==> config.mk <==
export PLATFORM = sky130hd
export DESIGN_NAME = runup_seq
export DESIGN_NICKNAME = d
export VERILOG_FILES = /design/src/rtl/runup_seq.sv
export SDC_FILE = /design/constraint.sdc
export NUM_CORES = 1
export LEC_CHECK = 0
export ABC_AREA = 1
export CORE_MARGIN = 2
export CORE_UTILIZATION = 55
export DETAILED_ROUTE_END_ITERATION = 10
export GPL_TIMING_DRIVEN = 1
export HOLD_SLACK_MARGIN = 0.02
export PLACE_DENSITY = 0.77
export SLEW_MARGIN = 0
export SYNTH_ARGS = -nofsm -noshare
export SYNTH_HDL_FRONTEND = slang
export SYNTH_SLANG_ARGS = --single-unit
export TNS_END_PERCENT = 20
==> constraint.sdc <==
create_clock -name clk -period 5.3 [get_ports clk]
set_input_delay 0.53 -clock clk [delete_from_list [all_inputs] [get_ports clk]]
set_output_delay 0.53 -clock clk [all_outputs]
set_load 0.005 [all_outputs]
==> src/rtl/runup_seq.sv <==
module runup_seq #(
  parameter int POS_CLKS  = 125,
  parameter int NEG_CLKS  = 125,
  parameter int LONG_CLKS = 2500,
  parameter int PLC_CLKS  = 2500000,
  localparam int CYC_CLKS = POS_CLKS + NEG_CLKS + LONG_CLKS,
  localparam longint NMAX = (longint'(PLC_CLKS) * 16) / CYC_CLKS,
  localparam int CW = $clog2(NMAX + 1)
) (
  input  logic          clk,
  input  logic          rst_n,
  input  logic          start,
  input  logic [2:0]    win_sel,
  input  logic          comp,
  output logic          sw_pos,
  output logic          sw_neg,
  output logic          sw_idle,
  output logic [CW-1:0] pos_count,
  output logic [CW-1:0] cyc_count,
  output logic          done
);

  localparam int PMAX = (POS_CLKS > NEG_CLKS) ?
                        ((POS_CLKS > LONG_CLKS) ? POS_CLKS : LONG_CLKS) :
                        ((NEG_CLKS > LONG_CLKS) ? NEG_CLKS : LONG_CLKS);
  localparam int PW = (PMAX > 1) ? $clog2(PMAX) : 1;
  localparam longint N1  = longint'(PLC_CLKS) / CYC_CLKS;
  localparam longint N2  = (longint'(PLC_CLKS) * 2) / CYC_CLKS;
  localparam longint N4  = (longint'(PLC_CLKS) * 4) / CYC_CLKS;
  localparam longint N8  = (longint'(PLC_CLKS) * 8) / CYC_CLKS;
  localparam longint N16 = NMAX;

  typedef enum logic [1:0] {S_IDLE, S_POS, S_NEG, S_LONG} st_t;

  st_t           st, st_n;
  logic [PW-1:0] ph;
  logic [1:0]    sync;
  logic          pol;
  logic [CW-1:0] tgt, sel_tgt, cyc_acc, pos_acc;

  wire ph_last = (st == S_POS  && ph == PW'(POS_CLKS - 1)) ||
                 (st == S_NEG  && ph == PW'(NEG_CLKS - 1)) ||
                 (st == S_LONG && ph == PW'(LONG_CLKS - 1));
  wire go       = (st == S_IDLE) && start;
  wire cyc_end  = (st == S_LONG) && ph_last;
  wire win_end  = cyc_end && (cyc_acc + CW'(1) == tgt);
  wire long_pol = (st == S_NEG) ? sync[1] : pol;

  always_comb begin
    case (win_sel)
      3'd0:    sel_tgt = CW'(N1);
      3'd1:    sel_tgt = CW'(N2);
      3'd2:    sel_tgt = CW'(N4);
      3'd3:    sel_tgt = CW'(N8);
      default: sel_tgt = CW'(N16);
    endcase
  end

  always_comb begin
    st_n = st;
    case (st)
      S_IDLE: if (start)   st_n = S_POS;
      S_POS:  if (ph_last) st_n = S_NEG;
      S_NEG:  if (ph_last) st_n = S_LONG;
      S_LONG: if (ph_last) st_n = win_end ? S_IDLE : S_POS;
      default:             st_n = S_IDLE;
    endcase
  end

  always_ff @(posedge clk) begin
    if (!rst_n) begin
      st        <= S_IDLE;
      ph        <= '0;
      sync      <= '0;
      pol       <= 1'b0;
      tgt       <= '0;
      cyc_acc   <= '0;
      pos_acc   <= '0;
      pos_count <= '0;
      cyc_count <= '0;
      done      <= 1'b0;
      sw_pos    <= 1'b0;
      sw_neg    <= 1'b0;
      sw_idle   <= 1'b1;
    end else begin
      sync    <= {sync[0], comp};
      st      <= st_n;
      ph      <= (st_n != st || st_n == S_IDLE) ? '0 : ph + PW'(1);
      sw_pos  <= (st_n == S_POS) || (st_n == S_LONG && long_pol);
      sw_neg  <= (st_n == S_NEG) || (st_n == S_LONG && !long_pol);
      sw_idle <= (st_n == S_IDLE);
      done    <= win_end;
      if (st == S_NEG && ph_last) pol <= sync[1];
      if (go) begin
        tgt     <= sel_tgt;
        cyc_acc <= '0;
        pos_acc <= '0;
      end else if (cyc_end) begin
        cyc_acc <= cyc_acc + CW'(1);
        pos_acc <= pos_acc + CW'(pol);
      end
      if (win_end) begin
        cyc_count <= cyc_acc + CW'(1);
        pos_count <= pos_acc + CW'(pol);
      end
    end
  end

  a_r3_onehot_select: assert property (@(posedge clk) disable iff (!rst_n)
    $onehot({sw_pos, sw_neg, sw_idle}));

  a_r1_neg_after_pos: assert property (@(posedge clk) disable iff (!rst_n)
    ($fell(sw_pos) && !sw_idle) |-> sw_neg);

  a_r6_done_single: assert property (@(posedge clk) disable iff (!rst_n)
    done |=> !done);

  a_r6_done_idle: assert property (@(posedge clk) disable iff (!rst_n)
    done |-> sw_idle);

  a_r5_pos_within_total: assert property (@(posedge clk) disable iff (!rst_n)
    pos_count <= cyc_count);

  a_r8_busy_start_ignored: assert property (@(posedge clk) disable iff (!rst_n)
    (st != S_IDLE && start) |=> $stable(tgt));

  a_r7_counts_hold: assert property (@(posedge clk) disable iff (!rst_n)
    !done |-> $stable(cyc_count) || $past(!rst_n));

endmodule

## Yosys cells after proc, flatten, opt, wreduce, memory -nomap -nowiden

Cells that the tools add are included.

| word-level totals | value |
|---|---|
| register bits after elaboration | 91 |
| bits in latches | 0 |
| memory bits (writable) | 0 |
| ROM bits | 0 |
| input bits | 7 |
| word-level logic and storage cells | 58 |
| memories kept | 0 |

| operators by class | value |
|---|---|
| add/sub/neg operators | 3 |
| multiply operators | 0 |
| divide/modulo/power cells | 0 |
| $lt $le $gt $ge | 0 |
| equal/unequal tests | 13 |
| shift operators | 0 |
| multiplexer cells | 8 |
| bitwise operators | 1 |
| reductions and logical operators | 20 |

Operators by type and width:

| cell | number |
|---|---|
| 14-bit one-hot mux with 4 select lines | 1 |
| 14-bit by 1-bit adder with 14-bit output | 1 |
| 14-bit by 1-bit adder with 14-bit output (second input constant) | 1 |
| 14-bit == test | 1 |
| 12-bit by 1-bit adder with 12-bit output (second input constant) | 1 |
| 12-bit == test (second input constant) | 1 |
| 12-bit by 7-bit == test with 1-bit output (second input constant) | 1 |
| 1-bit logical AND | 9 |
| 2-bit == test (second input constant) | 4 |
| 2-bit two-way mux | 4 |
| 2-bit one-hot mux with 4 select lines | 1 |
| 3-bit by 2-bit == test with 1-bit output (second input constant) | 2 |
| 1-bit logical OR | 5 |
| 2-bit by 1-bit == test with 1-bit output (second input constant) | 2 |
| 2-bit logical NOT | 2 |
| 2-bit OR reduction | 2 |
| 3-bit by 1-bit == test with 1-bit output (second input constant) | 1 |
| 3-bit logical NOT | 1 |
| 1-bit two-way mux | 2 |
| 2-bit != test | 1 |
| 1-bit logical NOT | 1 |
| 1-bit inverter | 1 |

## Longest topological paths before layout

| logic depth | value |
|---|---|
| word-level depth | 12 |
| gate-level depth with buffers | 18 |
| gate-level depth less buffers | 17 |

## Worst setup path before layout

OpenSTA, ideal clock, no wires.

| path | value |
|---|---|
| path kind | flip-flop to flip-flop |
| start | register cyc_acc[0] |
| end | register ph[2] |
| library setup time | 0.117 ns |
| arrival | 1.952 ns |
| data required time | 5.183 ns |
| setup slack | 3.231 ns |
| stages on the path, launching flop included | 18 |
| cells stage by stage | dfxtp_1 -> ha_1 -> nand2_1 -> nor2_2 -> nand2_1 -> nand2_1 -> nand2_1 -> nand2_1 -> nand2_1 -> inv_1 -> nand3_1 -> nor2_1 -> nand3_1 -> nand2_1 -> nand4_1 -> nand3_2 -> buf_6 -> nor2_2 |

| between the ends | value |
|---|---|
| word-level cells in the longest chain between the ends | 9 |
| elaborated cells between the ends (all ways) | 10 |
| classes of those cells | 1 x add/sub; 2 x eq/ne; 3 x mux; 4 x reduce/logical |

Ends and longest elaborated chain:

| item | line | source |
|---|---|---|
| from (decl) | 39 | `logic [CW-1:0] tgt, sel_tgt, cyc_acc, pos_acc;` |
| from (signal assigned) | 99 | `cyc_acc <= cyc_acc + CW'(1);` |
| 14-bit by 1-bit adder with 14-bit output (*) | 46 | `wire win_end = cyc_end && (cyc_acc + CW'(1) == tgt);` |
| 14-bit == test (*) | 46 |  |
| 1-bit logical AND (*) | 46 |  |
| 1-bit two-way mux (*) | 65 | `S_LONG: if (ph_last) st_n = win_end ? S_IDLE : S_POS;` |
| 2-bit two-way mux (*) | 65 |  |
| 2-bit one-hot mux with 4 select lines (*) | 61 | `case (st)` |
| 2-bit != test or 2-bit logical NOT (tied branches) | 88 | `ph <= (st_n != st \|\| st_n == S_IDLE) ? '0 : ph + PW'(1);` |
| 1-bit logical OR (*) | 88 |  |
| 2-bit OR reduction (no source line) (*) | - |  |
| to (signal assigned) | 88 |  |
| to (decl) | 36 | `logic [PW-1:0] ph;` |

Mark *: on every way between the ends. The rest lies on a longest branch, timed or not.
A chain may end at the register's enable or synchronous reset.

## Worst setup path after layout

| path | value |
|---|---|
| start | register cyc_acc[0] |
| end | register pos_count[0] |

| between the ends | value |
|---|---|
| word-level cells in the longest chain between the ends | 3 |

Ends and longest elaborated chain:

| item | line | source |
|---|---|---|
| 14-bit by 1-bit adder with 14-bit output | 46 |  |
| 14-bit == test | 46 |  |
| 1-bit logical AND | 46 |  |
| to (signal assigned) | 104 | `pos_count <= pos_acc + CW'(pol);` |
| to (decl) | 18 | `output logic [CW-1:0] pos_count,` |

Every way passes these cells.

==> metrics list <==
* Non-filler cells, final: 700
- The share of synthesized area in the top cell type comes to 0.434.
* Portion of the clock cycle consumed by the worst path in the final layout: 0.616
- In this run the clock root is driven by a sky130_fd_sc_hd__clkbuf_8.
* Vias: between 3000 and 4000
- Slew of the pin with the lowest slew margin: 0.934 ns
- Chip width: 90.4 microns
* Floorplan die area: between 8000 and 9000 sq um
- Compared with the post-synthesis result, the final layout area differs by 14.9%.
- Worst-Skew Late Latency: 0.35 ns
- Total length of routed wires: 9.65 mm
- The worst-case IR drop observed on VDD is approximately 0.21 mV.
- Post-synth EDFFs: 0
* First-pass GRT wire length: 16.7 mm
* Setup crit start kind: flop
* RSZ-0062 raised after global routing: false
- STA puts the critical path data arrival time at ~3.5 ns.
* Max-cap violations: 0
* Max Slew Vio Count: 0
- Critical register-to-register path startpoint: cyc_acc[0]$_SDFFE_PP0P_
- Row generation in the floorplan step produced 31 rows.
* Die height: approximately 90 microns
* Dominant cells by area after synthesis: sky130_fd_sc_hd__dfxtp_1, sky130_fd_sc_hd__nand2_1, sky130_fd_sc_hd__nor2_1
- The wire-length estimate of the detail-placed layout is ~6.9 mm.
- For this run the aggregate overflow at the end of global routing stands at 0.
- Subtracting the final worst setup slack from the clock period gives 3.27 ns.
- The analysis attributes to cell leakage a power of 0.00180 uW.
* Leading cell type by number of instances after synthesis: sky130_fd_sc_hd__nand2_1
* Setup violators final: 0
* Number of placed instances, taps included: 684
- Net count, final: 608
- STA puts the critical path data required time at approximately 5.6 ns.
* Largest net degree at the start of global routing: 46
- When the netlist entered floorplanning its net count stood at 575.
* Cell Area, Synth: between 4000 and 5000 sq um
* Count of buffers added by post-CTS timing repair for setup: 0
- Synthesis produced a netlist whose cell count is ~560.
* Hold wc startpoint: sync[0]$_SDFF_PN0_
- Headroom to the max-slew limit came out at 0.376.
* Antenna violations before repair: 0
* Port buffer count: 38
* Max Clock Freq: 306 MHz
- After layout, the design draws a total of 1180 uW.
* Drt first pass iters: 6
- At the end of the flow the core is filled with cells to 0.651.
- Clk slew on worst S/H paths: 0.09 ns
- In the synthesized netlist the dominant register cell turns out to be sky130_fd_sc_hd__dfxtp_1.
- Yosys Warn Count: 0
- In the synthesized netlist the async set-or-reset flop fraction comes to 0.
- Final Skew: 0.0102 ns
- DRC marker count from the first detailed-route iteration: 250
- Total power per unit cell area: ~250 nW/um^2
- After routing the design area is 4720 sq um.
* Global router's overall resource usage: 0.248
* Critical Path Fanout Max: 45
- Routed wire length per instance: 13.8 microns
- Number of antenna diodes: 0
* Standard cell core area: 7250 sq um
* Fin Setup TNS: 0 ns
* Library cell with the largest summed area after synthesis: sky130_fd_sc_hd__dfxtp_1
- The flow ran to the end, and the final reports show no timing, DRC or antenna violations.
- A synthesized cell averages 7.30 sq um.
- The share of the Yosys chip area taken by registers is 0.434.
* Worst hold-check path type: reg2reg
- Number of global-route vias before repair: 3648
* Initial standard-cell utilization of the core: 0.566
- The placed instances occupy a cell area of ~4500 sq um.
* Final GP Congestion: 0.979
- STA classifies the critical path endpoint as a flop.
* Clock tree from TritonCTS: done
- The final number of hold-violating endpoints came to 0.
* Boundary pin count: 39
* Setup CP Type: reg2reg
- Antenna-violating nets left: 0
- Hold buffer count at CTS: 0
* Most common library cells after synthesis: sky130_fd_sc_hd__nand2_1, sky130_fd_sc_hd__dfxtp_1, sky130_fd_sc_hd__nor2_1
- Total of flip-flops plus latches after synthesis: a little under 90
- In the routed design, unresolved DRC markers number 0.
* Synth unique cells: 32
* Fraction of layout cells with a size suffix above 1: 0.0582
* Launch point of the worst path: cyc_acc[0]$_SDFFE_PP0P_
- Max H-tree Level: 3
- TritonCTS buffer count: 9
- Maximum number of buffers from clock root to sink: 2
- After clock tree synthesis, the repair step resized 0 gates.
* DR vias/cell: 5.39
* Clock Sinks: just under 90
[registers in the layout, summed over array words and instances (netlist names)]
signal     cells
cyc_acc       14
cyc_count     14
pos_acc       14
pos_count     14
ph            12
tgt           12
st             2
sync           2
done           1
pol            1
sw_idle        1
sw_neg         1
sw_pos         1
[path summary, 6_finish.rpt]
path	endpoint	slack, ns	depth (start not counted)
setup / recovery	pos_count[0]$_SDFFE_PN0P_	2.03	12
hold reg to reg	sync[1]$_SDFF_PN0_	0.42	2
hold / removal	sync[1]$_SDFF_PN0_	0.42	2
setup reg to reg	pos_count[0]$_SDFFE_PN0P_	2.03	12
[layout make-up]
| class | count | area, sq um |
|---|---|---|
| fillers | 701 | 2530 |
| multi-input cells | 388 | 1980 |
| flip-flops and latches | 89 | 1780 |
| repair buffers | 40 | 395 |
| inverters | 68 | 255 |
| clock buffers | 11 | 141 |
| well taps | 99 | 124 |
| clock inverters | 5 | 40.0 |
[layer usage]
metal | routed length (microns) | GRT usage | vias to the layer above
li1 | - | - | 1910
met2 | 4480 | 0.416 | 118
met1 | 4400 | 0.319 | 1722
met4 | 196 | 0.0885 | 0
met5 | 0 | 0 | -
met3 | 574 | 0.0484 | 21
[kinds of logic (layout without fill, tap and decap cells)]
group / Yosys count / count (layout) / share of synthesized area
AOI/OAI and AO/OA: 98 / 98 / 0.139
xor gates and xnor gates: 23 / 23 / 0.0490
buffers and inverters: 86 / 124 / 0.0837
muxes: 1 / 1 / 0.00244
and+or+nand+nor: 261 / 261 / 0.277
adders and majority gates: 5 / 5 / 0.0152
DFF: 89 / 89 / 0.434
[where the power goes]
group / switching (uW) / leakage [uW] / internal, uW
clock network: 243 / 0.0000822 / 186
registers: 5.97 / 0.000720 / 678
logic: 42.9 / 0.000995 / 23.5
[through the flow]
step / hold slack [ns] / worst slack [ns]
floorplan: 0.390 / 3.23
global placement: 0.405 / 2.33
detailed placement: 0.406 / 2.13
CTS: 0.426 / 2.11
global route: 0.453 / 1.71
finish: 0.425 / 2.03
[critical path, cell delays in order (launching register included)]
cell	delay (ns)
sky130_fd_sc_hd__dfxtp_1	0.44
sky130_fd_sc_hd__inv_2	0.07
sky130_fd_sc_hd__nor2_1	0.54
sky130_fd_sc_hd__nand3_1	0.23
sky130_fd_sc_hd__inv_1	0.12
sky130_fd_sc_hd__nand2_1	0.07
sky130_fd_sc_hd__nand3_1	0.07
sky130_fd_sc_hd__nand3_1	0.08
sky130_fd_sc_hd__nor2_1	0.11
sky130_fd_sc_hd__nand3_1	0.38
sky130_fd_sc_hd__inv_2	0.72
sky130_fd_sc_hd__nor2_1	0.12
sky130_fd_sc_hd__a211oi_1	0.20
[placed cells by master, fill, tap and decap left out, drive strengths merged, types with 9 or more instances in the layout]
cell	netlist	routed
nand2	96	96
dfxtp	89	89
xor2	14	14
nand3	52	52
o21ai	39	39
nor2	99	99
clkbuf	11	11
clkdlybuf4s50	0	38
inv	66	67
a211oi	22	22
a21oi	24	24
xnor2	9	9
(Power assumes the default switching activity.)
